**src/rtl/exc_entry_pkg.sv**
```systemverilog
package exc_entry_pkg;
  localparam int NUM_SRC    = 14;
  localparam int SRC_W      = $clog2(NUM_SRC);
  localparam int VEC_W      = 8;
  localparam int TRAP_SLOTS = 4;
  localparam int TRAP_OP_W  = $clog2(TRAP_SLOTS);

  // source index doubles as priority rank (0 highest)
  localparam int SRC_RESET = 0;
  localparam int SRC_TRAP  = 8;
  localparam int SRC_FIRQ  = 12;
  localparam int SRC_IRQ   = 13;

  localparam int PSR_SUP = 31;
  localparam int PSR_IE  = 6;
  localparam int PSR_FE  = 4;

  typedef enum logic [1:0] {ST_IDLE, ST_SAVE, ST_VREAD, ST_LOAD} entry_state_e;

  localparam int PAIR_EXC  = 0;
  localparam int PAIR_FAST = 1;

  function automatic logic [VEC_W-1:0] vec_of(input logic [SRC_W-1:0] src,
                                              input logic [TRAP_OP_W-1:0] op);
    if (int'(src) < SRC_TRAP)       return VEC_W'(src);
    else if (int'(src) == SRC_TRAP) return VEC_W'(SRC_TRAP) + VEC_W'(op);
    else                            return VEC_W'(src) + VEC_W'(TRAP_SLOTS - 1);
  endfunction
endpackage

```
**src/rtl/exc_prio_sel.sv**
```systemverilog
module exc_prio_sel
  import exc_entry_pkg::*;
#(
  parameter int N     = NUM_SRC,
  parameter int IDX_W = SRC_W
) (
  input  logic [N-1:0]     req_i,
  input  logic             irq_en_i,
  input  logic             firq_en_i,
  output logic             hit_o,
  output logic [IDX_W-1:0] src_o
);
  logic [N-1:0] eligible;

  always_comb begin
    eligible           = req_i;
    eligible[SRC_IRQ]  = req_i[SRC_IRQ] & irq_en_i;
    eligible[SRC_FIRQ] = req_i[SRC_FIRQ] & firq_en_i;
    hit_o = |eligible;
    src_o = '0;
    for (int i = N - 1; i >= 0; i--) begin
      if (eligible[i]) src_o = IDX_W'(i);
    end
  end
endmodule

```
**src/rtl/exc_shadow_bank.sv**
```systemverilog
module exc_shadow_bank #(
  parameter int XLEN      = 32,
  parameter int NUM_PAIRS = 2,
  parameter int SEL_W     = $clog2(NUM_PAIRS)
) (
  input  logic                           clk_i,
  input  logic                           rst_ni,
  input  logic                           wr_en_i,
  input  logic [SEL_W-1:0]               wr_sel_i,
  input  logic [XLEN-1:0]                pc_i,
  input  logic [XLEN-1:0]                psr_i,
  output logic [NUM_PAIRS-1:0][XLEN-1:0] pc_o,
  output logic [NUM_PAIRS-1:0][XLEN-1:0] psr_o
);
  for (genvar p = 0; p < NUM_PAIRS; p++) begin : g_pair
    always_ff @(posedge clk_i or negedge rst_ni) begin
      if (!rst_ni) begin
        pc_o[p]  <= '0;
        psr_o[p] <= '0;
      end else if (wr_en_i && (wr_sel_i == SEL_W'(p))) begin
        pc_o[p]  <= pc_i;
        psr_o[p] <= psr_i;
      end
    end
  end
endmodule

```
**src/rtl/exc_entry_fsm.sv**
```systemverilog
module exc_entry_fsm
  import exc_entry_pkg::*;
#(
  parameter int XLEN = 32
) (
  input  logic                 clk_i,
  input  logic                 rst_ni,
  input  logic                 hit_i,
  input  logic [SRC_W-1:0]     src_i,
  input  logic [TRAP_OP_W-1:0] trap_op_i,
  input  logic [XLEN-1:0]      pc_i,
  input  logic [XLEN-1:0]      psr_i,
  output entry_state_e         state_o,
  output logic                 is_reset_o,
  output logic                 is_fast_o,
  output logic [VEC_W-1:0]     vec_num_o,
  output logic [XLEN-1:0]      cap_pc_o,
  output logic [XLEN-1:0]      cap_psr_o
);
  entry_state_e state_q, state_d;
  logic         accept;

  assign accept = (state_q == ST_IDLE) && hit_i;

  always_comb begin
    state_d = state_q;
    unique case (state_q)
      ST_IDLE:  if (hit_i) state_d = (int'(src_i) == SRC_RESET) ? ST_VREAD : ST_SAVE;
      ST_SAVE:  state_d = ST_VREAD;
      ST_VREAD: state_d = ST_LOAD;
      ST_LOAD:  state_d = ST_IDLE;
      default:  state_d = ST_IDLE;
    endcase
  end

  always_ff @(posedge clk_i or negedge rst_ni) begin
    if (!rst_ni) begin
      state_q    <= ST_IDLE;
      is_reset_o <= 1'b0;
      is_fast_o  <= 1'b0;
      vec_num_o  <= '0;
      cap_pc_o   <= '0;
      cap_psr_o  <= '0;
    end else begin
      state_q <= state_d;
      if (accept) begin
        is_reset_o <= (int'(src_i) == SRC_RESET);
        is_fast_o  <= (int'(src_i) == SRC_FIRQ);
        vec_num_o  <= vec_of(src_i, trap_op_i);
        cap_pc_o   <= pc_i;
        cap_psr_o  <= psr_i;
      end
    end
  end

  assign state_o = state_q;
endmodule

```
**src/rtl/exc_entry_seq.sv**
```systemverilog
module exc_entry_seq
  import exc_entry_pkg::*;
#(
  parameter int               XLEN      = 32,
  parameter logic [XLEN-1:0]  RESET_PSR = 32'h8000_0000
) (
  input  logic                 clk_i,
  input  logic                 rst_ni,
  input  logic [NUM_SRC-1:0]   req_i,
  input  logic [TRAP_OP_W-1:0] trap_op_i,
  input  logic [XLEN-1:0]      pc_i,
  input  logic [XLEN-1:0]      psr_i,
  input  logic [XLEN-1:0]      vbr_i,
  output logic                 vec_rd_o,
  output logic [XLEN-1:0]      vec_addr_o,
  input  logic [XLEN-1:0]      vec_rdata_i,
  output logic                 flush_o,
  output logic [XLEN-1:0]      new_pc_o,
  output logic [XLEN-1:0]      new_psr_o,
  output logic [XLEN-1:0]      epc_o,
  output logic [XLEN-1:0]      epsr_o,
  output logic [XLEN-1:0]      fpc_o,
  output logic [XLEN-1:0]      fpsr_o
);
  localparam int NUM_PAIRS = 2;

  logic                          hit;
  logic [SRC_W-1:0]              src;
  entry_state_e                  state;
  logic                          is_reset, is_fast;
  logic [VEC_W-1:0]              vec_num;
  logic [XLEN-1:0]               cap_pc, cap_psr, handler_psr;
  logic [NUM_PAIRS-1:0][XLEN-1:0] bank_pc, bank_psr;

  exc_prio_sel #(.N(NUM_SRC), .IDX_W(SRC_W)) u_prio (
    .req_i     (req_i),
    .irq_en_i  (psr_i[PSR_IE]),
    .firq_en_i (psr_i[PSR_FE]),
    .hit_o     (hit),
    .src_o     (src)
  );

  exc_entry_fsm #(.XLEN(XLEN)) u_fsm (
    .clk_i      (clk_i),
    .rst_ni     (rst_ni),
    .hit_i      (hit),
    .src_i      (src),
    .trap_op_i  (trap_op_i),
    .pc_i       (pc_i),
    .psr_i      (psr_i),
    .state_o    (state),
    .is_reset_o (is_reset),
    .is_fast_o  (is_fast),
    .vec_num_o  (vec_num),
    .cap_pc_o   (cap_pc),
    .cap_psr_o  (cap_psr)
  );

  exc_shadow_bank #(.XLEN(XLEN), .NUM_PAIRS(NUM_PAIRS)) u_bank (
    .clk_i    (clk_i),
    .rst_ni   (rst_ni),
    .wr_en_i  (state == ST_SAVE),
    .wr_sel_i (is_fast),
    .pc_i     (cap_pc),
    .psr_i    (cap_psr),
    .pc_o     (bank_pc),
    .psr_o    (bank_psr)
  );

  always_comb begin
    handler_psr          = cap_psr;
    handler_psr[PSR_SUP] = 1'b1;
    handler_psr[PSR_IE]  = 1'b0;
    if (is_fast) handler_psr[PSR_FE] = 1'b0;
  end

  assign vec_rd_o   = (state == ST_VREAD);
  assign vec_addr_o = vbr_i + (XLEN'(vec_num) << 2);
  assign flush_o    = (state == ST_LOAD);
  assign new_pc_o   = flush_o ? vec_rdata_i : '0;
  assign new_psr_o  = !flush_o ? '0 : (is_reset ? RESET_PSR : handler_psr);

  assign epc_o  = bank_pc[PAIR_EXC];
  assign epsr_o = bank_psr[PAIR_EXC];
  assign fpc_o  = bank_pc[PAIR_FAST];
  assign fpsr_o = bank_psr[PAIR_FAST];
endmodule

```
**config.mk**
```make
export PLATFORM = sky130hd
export DESIGN_NAME = exc_entry_seq
export DESIGN_NICKNAME = d
export VERILOG_FILES = /design/src/rtl/exc_entry_pkg.sv /design/src/rtl/exc_prio_sel.sv /design/src/rtl/exc_shadow_bank.sv /design/src/rtl/exc_entry_fsm.sv /design/src/rtl/exc_entry_seq.sv
export SDC_FILE = /design/constraint.sdc
export NUM_CORES = 1
export LEC_CHECK = 0
export CORE_MARGIN = 8
export CORE_UTILIZATION = 24
export DETAILED_ROUTE_END_ITERATION = 7
export DONT_BUFFER_PORTS = 1
export MAX_ROUTING_LAYER = met4
export RECOVER_POWER = 100
export SKIP_LAST_GASP = 1
export SLEW_MARGIN = 30
export SYNTH_ARGS = -nofsm -noshare
export SYNTH_HDL_FRONTEND = slang
export SYNTH_SLANG_ARGS = --single-unit
```
**constraint.sdc**
```tcl
create_clock -name clk_i -period 4.65 [get_ports clk_i]
set_clock_uncertainty 0.15 [all_clocks]
set_input_delay 1.395 -clock clk_i [delete_from_list [all_inputs] [get_ports clk_i]]
set_output_delay 1.395 -clock clk_i [all_outputs]
set_load 0.05 [all_outputs]
```
After elaboration in Yosys (flattened, before gate mapping)

Cells that the tools add are included.

Register bits after elaboration: 204
Input bits: 146
Output and inout port bits: 226
Logic and storage cells: 52

Bitwise gates (word level): 3
Multiplexer cells: 23
Equal/unequal tests: 6
$add $sub $neg: 3
$lt $le $gt $ge: 1
Reductions and logical operators: 6

Operators with widths:

| cell                | count |
|---|---|
| $mux 32             | 2 |
| $mux 4              | 14 |
| $add 32x10->32      | 1 |
| $mux 31             | 1 |
| $mux 8              | 2 |
| $reduce_or 14->1    | 1 |
| $pmux 2 s4          | 1 |
| $add 4x2->5 const A | 1 |
| $add 4x2->5 const B | 1 |
| $eq 2x2->1 const B  | 2 |
| $eq 4x3->1 const B  | 1 |
| $eq 4x4->1 const B  | 1 |
| $logic_not 4->1     | 1 |
| $lt 4x4->1 const B  | 1 |
| $mux 2              | 2 |
| $logic_and 1x1->1   | 3 |
| $and 1x1->1         | 2 |
| $eq 2x1->1 const B  | 1 |
| $logic_not 2->1     | 1 |
| $ne 2x1->1 const B  | 1 |
| $mux 1              | 1 |
| $not 1->1           | 1 |

Longest topological paths before layout

Gate-level depths: netlist of the first run.

Depth in word-level cells: 19
Gate-level depth with buffers: 10
Depth with buffers taken out: 10

By module

A second synthesis of the first run with hierarchy kept.

Cells, all modules: 684
Area total of the unflattened synthesis: 9620.5 sq um

Modules (own cells, without submodules):

| module          | times used | cells an instance | area an instance (sq um) | sequential area each (sq um) |
|---|---|---|---|---|
| exc_shadow_bank | 1          | 271               | 5133.7                   | 3203.1 |
| exc_entry_fsm   | 1          | 195               | 3025.4                   | 1826.8 |
| exc_entry_seq   | 1          | 191               | 1285.0                   | 0.0 |
| exc_prio_sel    | 1          | 27                | 176.4                    | 0.0 |

Worst setup path before layout of the first run

Ideal clock, no wire load.

Kind: input port to output port
Start: input port vbr_i[2]
End: output port vec_addr_o[22]
Path buffers: 1
Path slack: -514 ps
Required time: 3105 ps
Arrival time: 3619 ps
Cell stages on the path: 10
Cell sequence: ha_1 > inv_1 > fa_1 > nor2b_1 > o21ai_1 > a21boi_1 > or2_1 > buf_2 > nand4_1 > xnor2_1

Word-level cells in the longest chain between the ends: 1

RTL lines:

| element        | RTL line            | text |
|---|---|---|
| from (decl)    | exc_entry_seq.sv:13 | `input logic [XLEN-1:0] vbr_i,` |
| $add 32x10->32 | exc_entry_seq.sv:78 | `assign vec_addr_o = vbr_i + (XLEN'(vec_num) << 2);` |
| to (decl)      | exc_entry_seq.sv:15 | `output logic [XLEN-1:0] vec_addr_o,` |

Every way passes these cells.

Worst setup path after layout of the first run

Start: input port vbr_i[2]
End: output port vec_addr_o[10]

The elaborated chain is that of the path after synthesis.

==> flow_summary.yaml, run 1 <==
outcome:
  status: "finished, violations left"
  violations: "max-capacitance violations, max-slew violations"
synth:
  async_flop_share_pct: 100.0
  synth_seq_cells: 201
  synth_seq_area_share_pct: 56.15
  synth-edff-count: 0
  syn_area_um2: 8959
  synth_cells: 656
  synth_nets: 813
  syn_avg_cell_area_um2: 13.66
  synth_cell_types: 59
  yosys_warnings: 0
  synth_flop_cell: "dfrtp_1"
hold_path:
  hold_path_end: "u_fsm.vec_num_o[2]"
  min_path_type: "flip-flop to flip-flop"
  min_path_cells: 2
  hold_start: "u_fsm.vec_num_o[2]"
final_layout:
  layout-drive-gt1-share_pct: 36.73
  final_common_cell: "dfrtp_1"
  fillCellCount: 3676
  final_area_um2: 11150
  fin_nets: 858
  syn2layout_area_growth_pct: 24.45
  instances_no_fill: 1196
  fin_util_pct: 30.38
  mostFrequentLayoutCells: "dfrtp_1 (201), mux2_2 (128), mux2_1 (64)"
pwr:
  p_total_mw: 7.872
  pwr-share-comb_pct: 27.9
  p_clk_share_pct: 22.5
  leakage_nw: 4.808
  p_sw_share_pct: 45.38
  pwr-share-seq_pct: 49.6
  ir_drop_uv: 394.5
  switchingPower_mw: 3.573
  cellPowerDensity_nw_per_um2: 706.1
  p_int_mw: 4.300
floorplanning:
  die-area_um2: 43770
  die-height_um: 209.2
  rows: 70
  die_x_um: 209.2
  start_util_pct: 24.41
  io_pins: 372
  core_area_um2: 36700
sta:
  rsz0062_at_grt: "true"
  fmax_ghz: 0.2151
  fin_crit_sh_pct: 99.99
  slew_headroom_pct: -84.47
  setup_slack_ps: 0.3701
  fin_crit_ps: 4650
  setup_viol: 0
  finalMaxSlewViolations: 99
  tightest_slew_ps: 2767
  hold_violations: 0
global_route:
  grt_pass1_vias: 5857
  grt_max_degree: 202
  antenna_found_initial: 12
  grt_use_total_pct: 12.11
  grt_first_pass_wirelength_um: 39830
  grt_overflow: 0
critical_path:
  worstPathRequired_ps: 3110
  reg2reg_depth: 5
  path_class: "primary input to primary output"
  critPathMaxFanout: 5
  worstReg2RegEnd: "u_bank.psr_o[28]"
  crit_path_end_kind: "primary output"
  critPathLaunchType: "primary input"
  timing.rr.start: "u_fsm.state_o[1]"
  arrival_ps: 3100
  regToRegSetupSlack_ps: 630
drt:
  detail_route.wl_per_cell_um: 22.44
  detail-route-antenna-nets: 0
  drt-total-wl_um: 26840
  vias: 5502
  drt_iter0_drc: 140
  viasPerCell: 4.600
  first_pass_iters: 4
  drc: 0
job:
  drv_cap: 2
clock_network:
  tritoncts: "yes"
  cts_buffer_depth: 3
  path_clk_slew_ps: 60
  cts_sinks: 201
  cts_max_level: 1
  hold_buffers: 0
  cts_inserted_buffers: 23
  clkLatencyLatePin_ps: 510
  cts_root_buf: "clkbuf_16"
placement:
  dp_hpwl_um: 20200
  port_buffers: 0
  place_area_um2: 10400
  gp_congestion: 0.8341
  place_ws_ps: -115.9
  placedCellCount: 1141
metal layers:
metal	vias to the layer above	part of all wire, %	global-route usage, %	wire [um]
met5	-	0	-	0
met4	0	2.2	3.524	588
met3	35	15	6.959	3991
met2	309	49	20.23	13070
met1	2754	34	11.89	9184
li1	2404	-	-	-
sequential cells by signal, summed over array words and instances, names as in the netlist:
name and count:
u_fsm.vec_num_o 5, u_fsm.state_o 2, u_bank.pc_o 64, u_bank.psr_o 64, u_fsm.cap_pc_o 32, u_fsm.is_fast_o 1
u_fsm.is_reset_o 1, u_fsm.cap_psr_o 32
worst max-delay path by stage:
| stage | to | start | slack (ps) | cells after the start |
|---|---|---|---|---|
| finish | vec_addr_o[10] | vbr_i[2] | 0.4 | 11 |
| global route | vec_addr_o[10] | vbr_i[2] | -80 | 11 |
| CTS | vec_addr_o[12] | vbr_i[2] | -20 | 11 |
| detailed placement | vec_addr_o[14] | vbr_i[2] | -120 | 11 |
| global placement | vec_addr_o[12] | vbr_i[2] | -90 | 11 |
| floorplan | vec_addr_o[22] | vbr_i[2] | -130 | 10 |
synthesized netlist by cell type (2+ instances only):
| cell | count | area share (%) |
|---|---|---|
| a211oi_1 | 2 | 0.17 |
| nor2_2 | 4 | 0.28 |
| mux2_2 | 128 | 16 |
| xnor2_1 | 23 | 2.2 |
| buf_6 | 5 | 0.63 |
| xor2_1 | 4 | 0.39 |
| a21oi_1 | 7 | 0.39 |
| clkbuf_1 | 14 | 0.59 |
| o21ai_0 | 4 | 0.22 |
| nor2b_1 | 3 | 0.21 |
| dfrtp_1 | 201 | 56 |
| o31ai_1 | 2 | 0.17 |
| nor3_1 | 4 | 0.22 |
| nand3_1 | 14 | 0.78 |
| nand4_1 | 4 | 0.28 |
| o211ai_1 | 2 | 0.17 |
| buf_4 | 5 | 0.42 |
| buf_2 | 7 | 0.39 |
| mux2_1 | 64 | 8.0 |
| or4_1 | 2 | 0.17 |
| inv_1 | 11 | 0.46 |
| and3_1 | 4 | 0.28 |
| o21ai_1 | 6 | 0.34 |
| a21o_1 | 3 | 0.25 |
| nor4_2 | 2 | 0.28 |
| nand2_1 | 22 | 0.92 |
| nor2_1 | 7 | 0.29 |
| nand2b_1 | 2 | 0.14 |
| and2_1 | 61 | 4.3 |
| ha_1 | 10 | 1.4 |
kinds of logic (layout without fill, tap and decap cells):
kind of cell / after synthesis / in the layout / synth area share, %
compound gates: 38 / 38 / 2.947
xor+xnor: 27 / 27 / 2.640
fa+ha+maj: 11 / 11 / 1.620
buf+inv: 44 / 104 / 2.877
flops: 201 / 201 / 56.15
mux: 192 / 192 / 24.13
other cells: 1 / 13 / 0.04186
simple gates: 142 / 142 / 9.595
timing repair:
action | in CTS | in global routing
resized for setup | 7 | 9
buffers inserted | 1 | 2
endpoints found under the hold margin | 0 | 0
pin swaps | 3 | 11
setup endpoints to repair | 13 | 18
gates cloned | 1 | 0
worst max-delay path: stages:
cell	delay, ps
ha_4	120
inv_2	30
fa_2	340
nor2b_2	140
o21ai_2	80
a21boi_2	160
or2_4	190
buf_12	120
nand4_1	130
xnor2_2	230
buf_12	160
cell type report:
cell class | count | area, um^2 | share of cell area, %
Clock inverter | 6 | 85.08 | 0.7631
Antenna cell | 12 | 30.03 | 0.2693
Clock buffer | 34 | 656.9 | 5.892
Multi-Input combinational cell | 411 | 4098 | 36.75
Inverter | 11 | 41.29 | 0.3703
Sequential cell | 201 | 5030 | 45.11
Tap cell | 468 | 585.6 | 5.252
Timing Repair Buffer | 53 | 623.1 | 5.589
per-stage QoR:
| step | hold slack [ps] | setup TNS [ps] |
|---|---|---|
| 3_5_place_dp | 348.8 | -574.8 |
| 5_1_grt | 377.8 | -337.2 |
| 6_report | 357.4 | 0 |
| 2_1_floorplan | 295.4 | -307.3 |
| 3_3_place_gp | 344.7 | -361.7 |
| 4_1_cts | 362.6 | -44.67 |
power by group through the flow:
stage          clock, mW  sequential, mW  combinational [mW]
4_1_cts             1.84            3.93                2.28
3_3_place_gp           0            3.94                2.22
5_1_grt             1.91            4.01                2.36
3_5_place_dp           0            3.96                2.25
2_1_floorplan          0            3.70                1.93
6_report            1.77            3.90                2.20
No activity file was read; power rests on OpenSTA's default activity.
==> run 2: changes to the inputs <==
Settings changed: ABC_AREA set to 1.
==> flow_summary.yaml, run 2 <==
drt:
  drt-total-wl_um: 27410
  drt_iter0_drc: 391
  first_pass_iters: 5
  detail-route-antenna-nets: 0
  vias: 6921
  drc: 0
  detail_route.wl_per_cell_um: 17.41
  viasPerCell: 4.394
sta:
  finalMaxSlewViolations: 238
  fin_crit_sh_pct: 104.4
  fmax_ghz: 0.2061
  hold_violations: 0
  fin_crit_ps: 4853
  slew_headroom_pct: -84.98
  fin_setup_tns_ps: -941.1
  setup_slack_ps: -202.6
  rsz0062_at_grt: "true"
  tightest_slew_ps: 2768
  setup_viol: 8
critical_path:
  regToRegSetupSlack_ps: 570
  timing.rr.start: "u_fsm.state_o[0]"
  critPathMaxFanout: 5
  path_class: "primary input to primary output"
  worstPathRequired_ps: 3110
  cp-endpoint: "vec_addr_o[30]"
  critPathLaunchType: "primary input"
  cp_cell_sequence: "ha_4 > inv_2 > fa_2 > o21ai_2 > nand2_1 > a21oi_2 > nand3_2 > nor4_4 > buf_4 > nand4_1 > xor2_4 > buf_12"
  arrival_ps: 3310
  slowest_delay_ps: 340
  crit_path_end_kind: "primary output"
  crit_start: "vbr_i[2]"
  reg2reg_depth: 4
  cpMaxStageDelayCell: "fa_2"
  worstReg2RegEnd: "u_bank.pc_o[30]"
synth:
  synth_flop_cell: "dfrtp_1"
  synth_fa_ha_area_share_pct: 1.637
  synth_cell_types: 37
  synth_seq_cells: 201
  synth_top_family_by_area: "simple AND/OR/NAND/NOR gates"
  syn_area_um2: 8867
  synth_mux_area_share_pct: 0
  yosysTopAreaCell: "dfrtp_1"
  yosys.area_share.xor_xnor_pct: 2.766
  synth.top_cell.area_share_pct: 56.72
  synthTopCellsByCount: "nand2_1 (288), dfrtp_1 (201), o21ai_0 (197), inv_1 (144), nor2_1 (45)"
  async_flop_share_pct: 100.0
  synth-edff-count: 0
  syn_avg_cell_area_um2: 8.592
  synth_seq_area_share_pct: 56.72
  yosys-top-cells-area: "dfrtp_1 (57%), nand2_1 (12%), o21ai_0 (11%)"
  yosysMostFrequentCell: "nand2_1"
  yosys.area_share.simple_pct: 17.82
  synth_cells: 1032
  synth_nets: 1189
  synth_compound_area_share_pct: 12.30
  yosys_warnings: 0
final_layout:
  fillCellCount: 3843
  fin_nets: 1247
  seq_area_um2: 5030
  mostFrequentLayoutCells: "nand2_1 (287), dfrtp_1 (201), o21ai_0 (197)"
  final_common_cell: "nand2_1"
  diodes: 0
  multi_input_comb_area_um2: 3426
  top_regs: "u_bank.pc_o x64, u_bank.psr_o x64"
  layout-drive-gt1-share_pct: 12.10
  syn2layout_area_growth_pct: 24.83
outcome:
  violations: "max-capacitance violations, max-slew violations, negative setup slack"
  status: "finished, violations left"
pwr:
  leakage_nw: 5.394
  ir_drop_uv: 371.1
  cellPowerDensity_nw_per_um2: 674.0
clock_network:
  cts_root_buf: "clkbuf_16"
  tritoncts: "yes"
  clkLatencyLatePin_ps: 520
  cts_max_level: 1
  hold_buffers: 0
  cts_sinks: 201
  cts_inserted_buffers: 23
  path_clk_slew_ps: 60
  cts_buffer_depth: 3
floorplanning:
  start_util_pct: 24.28
  die_x_um: 208.2
  core_area_um2: 36520
  die-height_um: 208.2
  io_pins: 372
  rows: 70
  die-area_um2: 43350
placement:
  gp_congestion: 0.8374
  port_buffers: 0
  place_ws_ps: -208.5
  dp_hpwl_um: 20060
global_route:
  grt_overflow: 0
  grt_use_total_pct: 12.41
  grt_pass1_vias: 6973
  antenna_found_initial: 0
  grt_max_degree: 202
  grt_first_pass_wirelength_um: 42050
hold_path:
  hold_start: "u_fsm.is_reset_o"
  min_path_cells: 2
  min_path_type: "flip-flop to flip-flop"
job:
  drv_cap: 3
## run 2: critical path: cells and delay by family
kind            cells  cell delay [ps]
xor+xnor            1              230
fa+ha+maj           2              460
compound gates      2              310
buf+inv             3              370
simple gates        4              550
## run 2: what timing repair did
item / 4_1_cts / 5_1_grt
setup endpoints to repair: 11 / 13
setup buffers: 1 / 0
pin swaps: 6 / 3
resized for setup: 8 / 2
## run 2: through the flow
step                      cell area [um^2]  power (mW)  instances  utilization, %  hold slack, ps
after floorplan                       9183       5.074       1032               -           302.8
after global placement               10440       5.673       1532           28.59           336.3
after detailed placement             10440       5.741       1532           28.59           340.4
after CTS                            11280       7.624       1575           30.89           358.8
after global routing                 11070       7.939       1575           30.31           381.5
final                                11070       7.460       1575           30.31           356.2
## run 2: how the worst min path moves through the flow
stage | end
CTS | u_fsm.is_reset_o
finish | u_fsm.is_reset_o
global route | u_fsm.cap_pc_o[20]
detailed placement | u_fsm.is_reset_o
global placement | u_fsm.is_reset_o
floorplan | u_fsm.vec_num_o[3]
## run 2: final cells by class
cell class | instances | area share [%]
Inverter | 145 | 4.917
Sequential cell | 201 | 45.44
Tap cell | 468 | 5.290
Timing Repair Buffer | 86 | 6.364
Clock buffer | 31 | 5.923
Multi-Input combinational cell | 633 | 30.95
Clock inverter | 11 | 1.119
## run 2: logic make-up (layout without fill, tap and decap cells)
group                      count (synthesis)  after routing
AOI/OAI and AO/OA                        212            212
xor gates and xnor gates                  28             28
adders and majority gates                 11             11
buffers and inverters                    198            273
DFF                                      201            201
other                                      1              1
and+or+nand+nor                          381            381
## run 2: metal layers
layer	share of wire, %	track usage, %	wire, um	vias up
met5	0	-	0	-
met4	2.1	2.619	564	0
met3	11	5.561	2967	40
met2	48	19.92	13060	253
met1	39	14.22	10820	3288
li1	-	-	-	3340
## run 2: report_power, final
part	switching [mW]	total (mW)	leakage, nW	internal, mW
sequential	1.12	3.40	2.61	2.28
combinational	1.68	2.22	2.41	0.540
clock	0.736	1.84	0.377	1.11
==> run 3: changes to the inputs <==
Settings changed: CORE_AREA set to 8 8 140 142, CORE_MARGIN 8 to unset, CORE_UTILIZATION 24 to unset, DIE_AREA set to 0 0 148 150, PLACE_DENSITY set to 0.66.
Clock period 4.65 ns to 5.4 ns, I/O delays scaled along.
==> flow_summary.yaml, run 3 (same netlist as run 2, synthesis figures left out) <==
job:
  drv_cap: 2
pwr:
  cellPowerDensity_nw_per_um2: 603.4
  pwr-share-seq_pct: 46.6
  p_total_mw: 6.310
  leakage_nw: 5.367
  pwr-share-comb_pct: 29.9
  p_clk_share_pct: 23.6
  p_int_mw: 3.306
  switchingPower_mw: 3.004
  p_sw_share_pct: 47.60
  ir_drop_uv: 423.1
critical_path:
  path_class: "primary input to primary output"
  critPathMaxFanout: 4
  worstPathRequired_ps: 3630
  regToRegSetupSlack_ps: 1610
  cp-endpoint: "vec_addr_o[24]"
  crit_path_end_kind: "primary output"
  timing.rr.start: "u_fsm.state_o[0]"
  critPathLaunchType: "primary input"
  worstReg2RegEnd: "u_fsm.is_reset_o"
  arrival_ps: 3570
  crit_start: "vbr_i[2]"
  reg2reg_depth: 7
final_layout:
  mostFrequentLayoutCells: "nand2_1 (288), dfrtp_1 (201), o21ai_0 (198)"
  syn2layout_area_growth_pct: 17.93
  top_regs: "u_bank.pc_o x64, u_bank.psr_o x64"
  final_common_cell: "nand2_1"
  final_area_um2: 10460
  instances_no_fill: 1317
  seq_area_um2: 5030
  fillCellCount: 1543
  multi_input_comb_area_um2: 3238
  diodes: 0
  fin_nets: 1231
  layout-drive-gt1-share_pct: 12.96
clock_network:
  tritoncts: "yes"
  hold_buffers: 0
  cts_max_level: 1
  path_clk_slew_ps: 60
  cts_sinks: 201
  cts_root_buf: "clkbuf_16"
  cts_buffer_depth: 3
  clkLatencyLatePin_ps: 520
  cts_inserted_buffers: 22
global_route:
  grt_use_total_pct: 22.58
  grt_first_pass_wirelength_um: 38320
  grt_max_degree: 202
  antenna_found_initial: 0
  grt_pass1_vias: 6546
  grt_overflow: 0
placement:
  gp_congestion: 0.8855
  place_ws_ps: -56.71
  port_buffers: 0
  dp_hpwl_um: 18840
  place_area_um2: 9704
  placedCellCount: 1274
sta:
  fin_crit_sh_pct: 98.90
  setup_slack_ps: 59.42
  fin_crit_ps: 5341
  finalMaxSlewViolations: 145
  setup_viol: 0
  hold_violations: 0
  tightest_slew_ps: 1722
  rsz0062_at_grt: "true"
  whs_ps: 352.8
  fmax_ghz: 0.1872
  slew_headroom_pct: -15.46
floorplanning:
  die_x_um: 148
  die-area_um2: 22200
  start_util_pct: 50.57
  rows: 49
  die-height_um: 150
  core_area_um2: 17530
  io_pins: 372
outcome:
  violations: "max-capacitance violations, max-slew violations"
  status: "finished, violations left"
drt:
  drt-total-wl_um: 25860
  detail-route-antenna-nets: 0
  viasPerCell: 5.205
  drc: 0
  first_pass_iters: 5
  drt_iter0_drc: 410
  detail_route.wl_per_cell_um: 19.64
  vias: 6855
hold_path:
  min_path_type: "flip-flop to flip-flop"
[run 3: worst min-delay path by stage]
stage,start,end,slack (ps),cells past startpoint
6_report,u_fsm.vec_num_o[3],u_fsm.vec_num_o[3],350,2
5_1_grt,u_fsm.is_reset_o,u_fsm.is_reset_o,380,2
4_1_cts,u_fsm.vec_num_o[3],u_fsm.vec_num_o[3],360,2
3_5_place_dp,u_fsm.vec_num_o[3],u_fsm.vec_num_o[3],340,2
3_3_place_gp,u_fsm.vec_num_o[3],u_fsm.vec_num_o[3],340,2
2_1_floorplan,u_fsm.vec_num_o[3],u_fsm.vec_num_o[3],300,2
[run 3: power by group through the flow]
stage	Clock [mW]	Combinational (mW)	Sequential, mW
floorplan	0	1.50	2.86
global placement	0	1.86	2.96
detailed placement	0	1.91	2.97
CTS	1.52	1.91	2.94
global route	1.59	2.09	2.99
finish	1.49	1.89	2.94
[run 3: repair_timing]
action | 4_1_cts | 5_1_grt
endpoints found under the setup margin | 1 | 8
resized for setup | 0 | 3
buffers inserted | 2 | 3
pin swaps | 5 | 5
[run 3: worst max-delay path, cell delays in order]
cell and delay, ps:
ha_4 110, inv_2 30, fa_2 350, o21ai_2 170, nand2_1 80, a21oi_2 160, nand3_2 130, nor4_4 260
nand4_1 270, xor2_4 230, buf_12 160
[run 3: metal layers]
metal  global-route usage [%]  share of wire (%)
met5                        -                  0
met4                    4.997                1.5
met3                    9.495                 13
met2                    34.57                 48
met1                    27.47                 38
[run 3: metrics by stage]
| step | utilization (%) | TNS [ps] |
|---|---|---|
| floorplan | - | -65.94 |
| global placement | 55.34 | -41.49 |
| detailed placement | 55.34 | -56.71 |
| CTS | 59.59 | 0 |
| global route | 59.64 | -214.5 |
| finish | 59.64 | 0 |
[run 3: cell type report]
type | instances | area share, %
Tap cell | 229 | 2.740
Inverter | 145 | 5.217
Sequential cell | 201 | 48.10
Clock inverter | 9 | 0.9811
Multi-Input combinational cell | 633 | 30.96
Timing Repair Buffer | 71 | 6.006
Clock buffer | 29 | 5.994
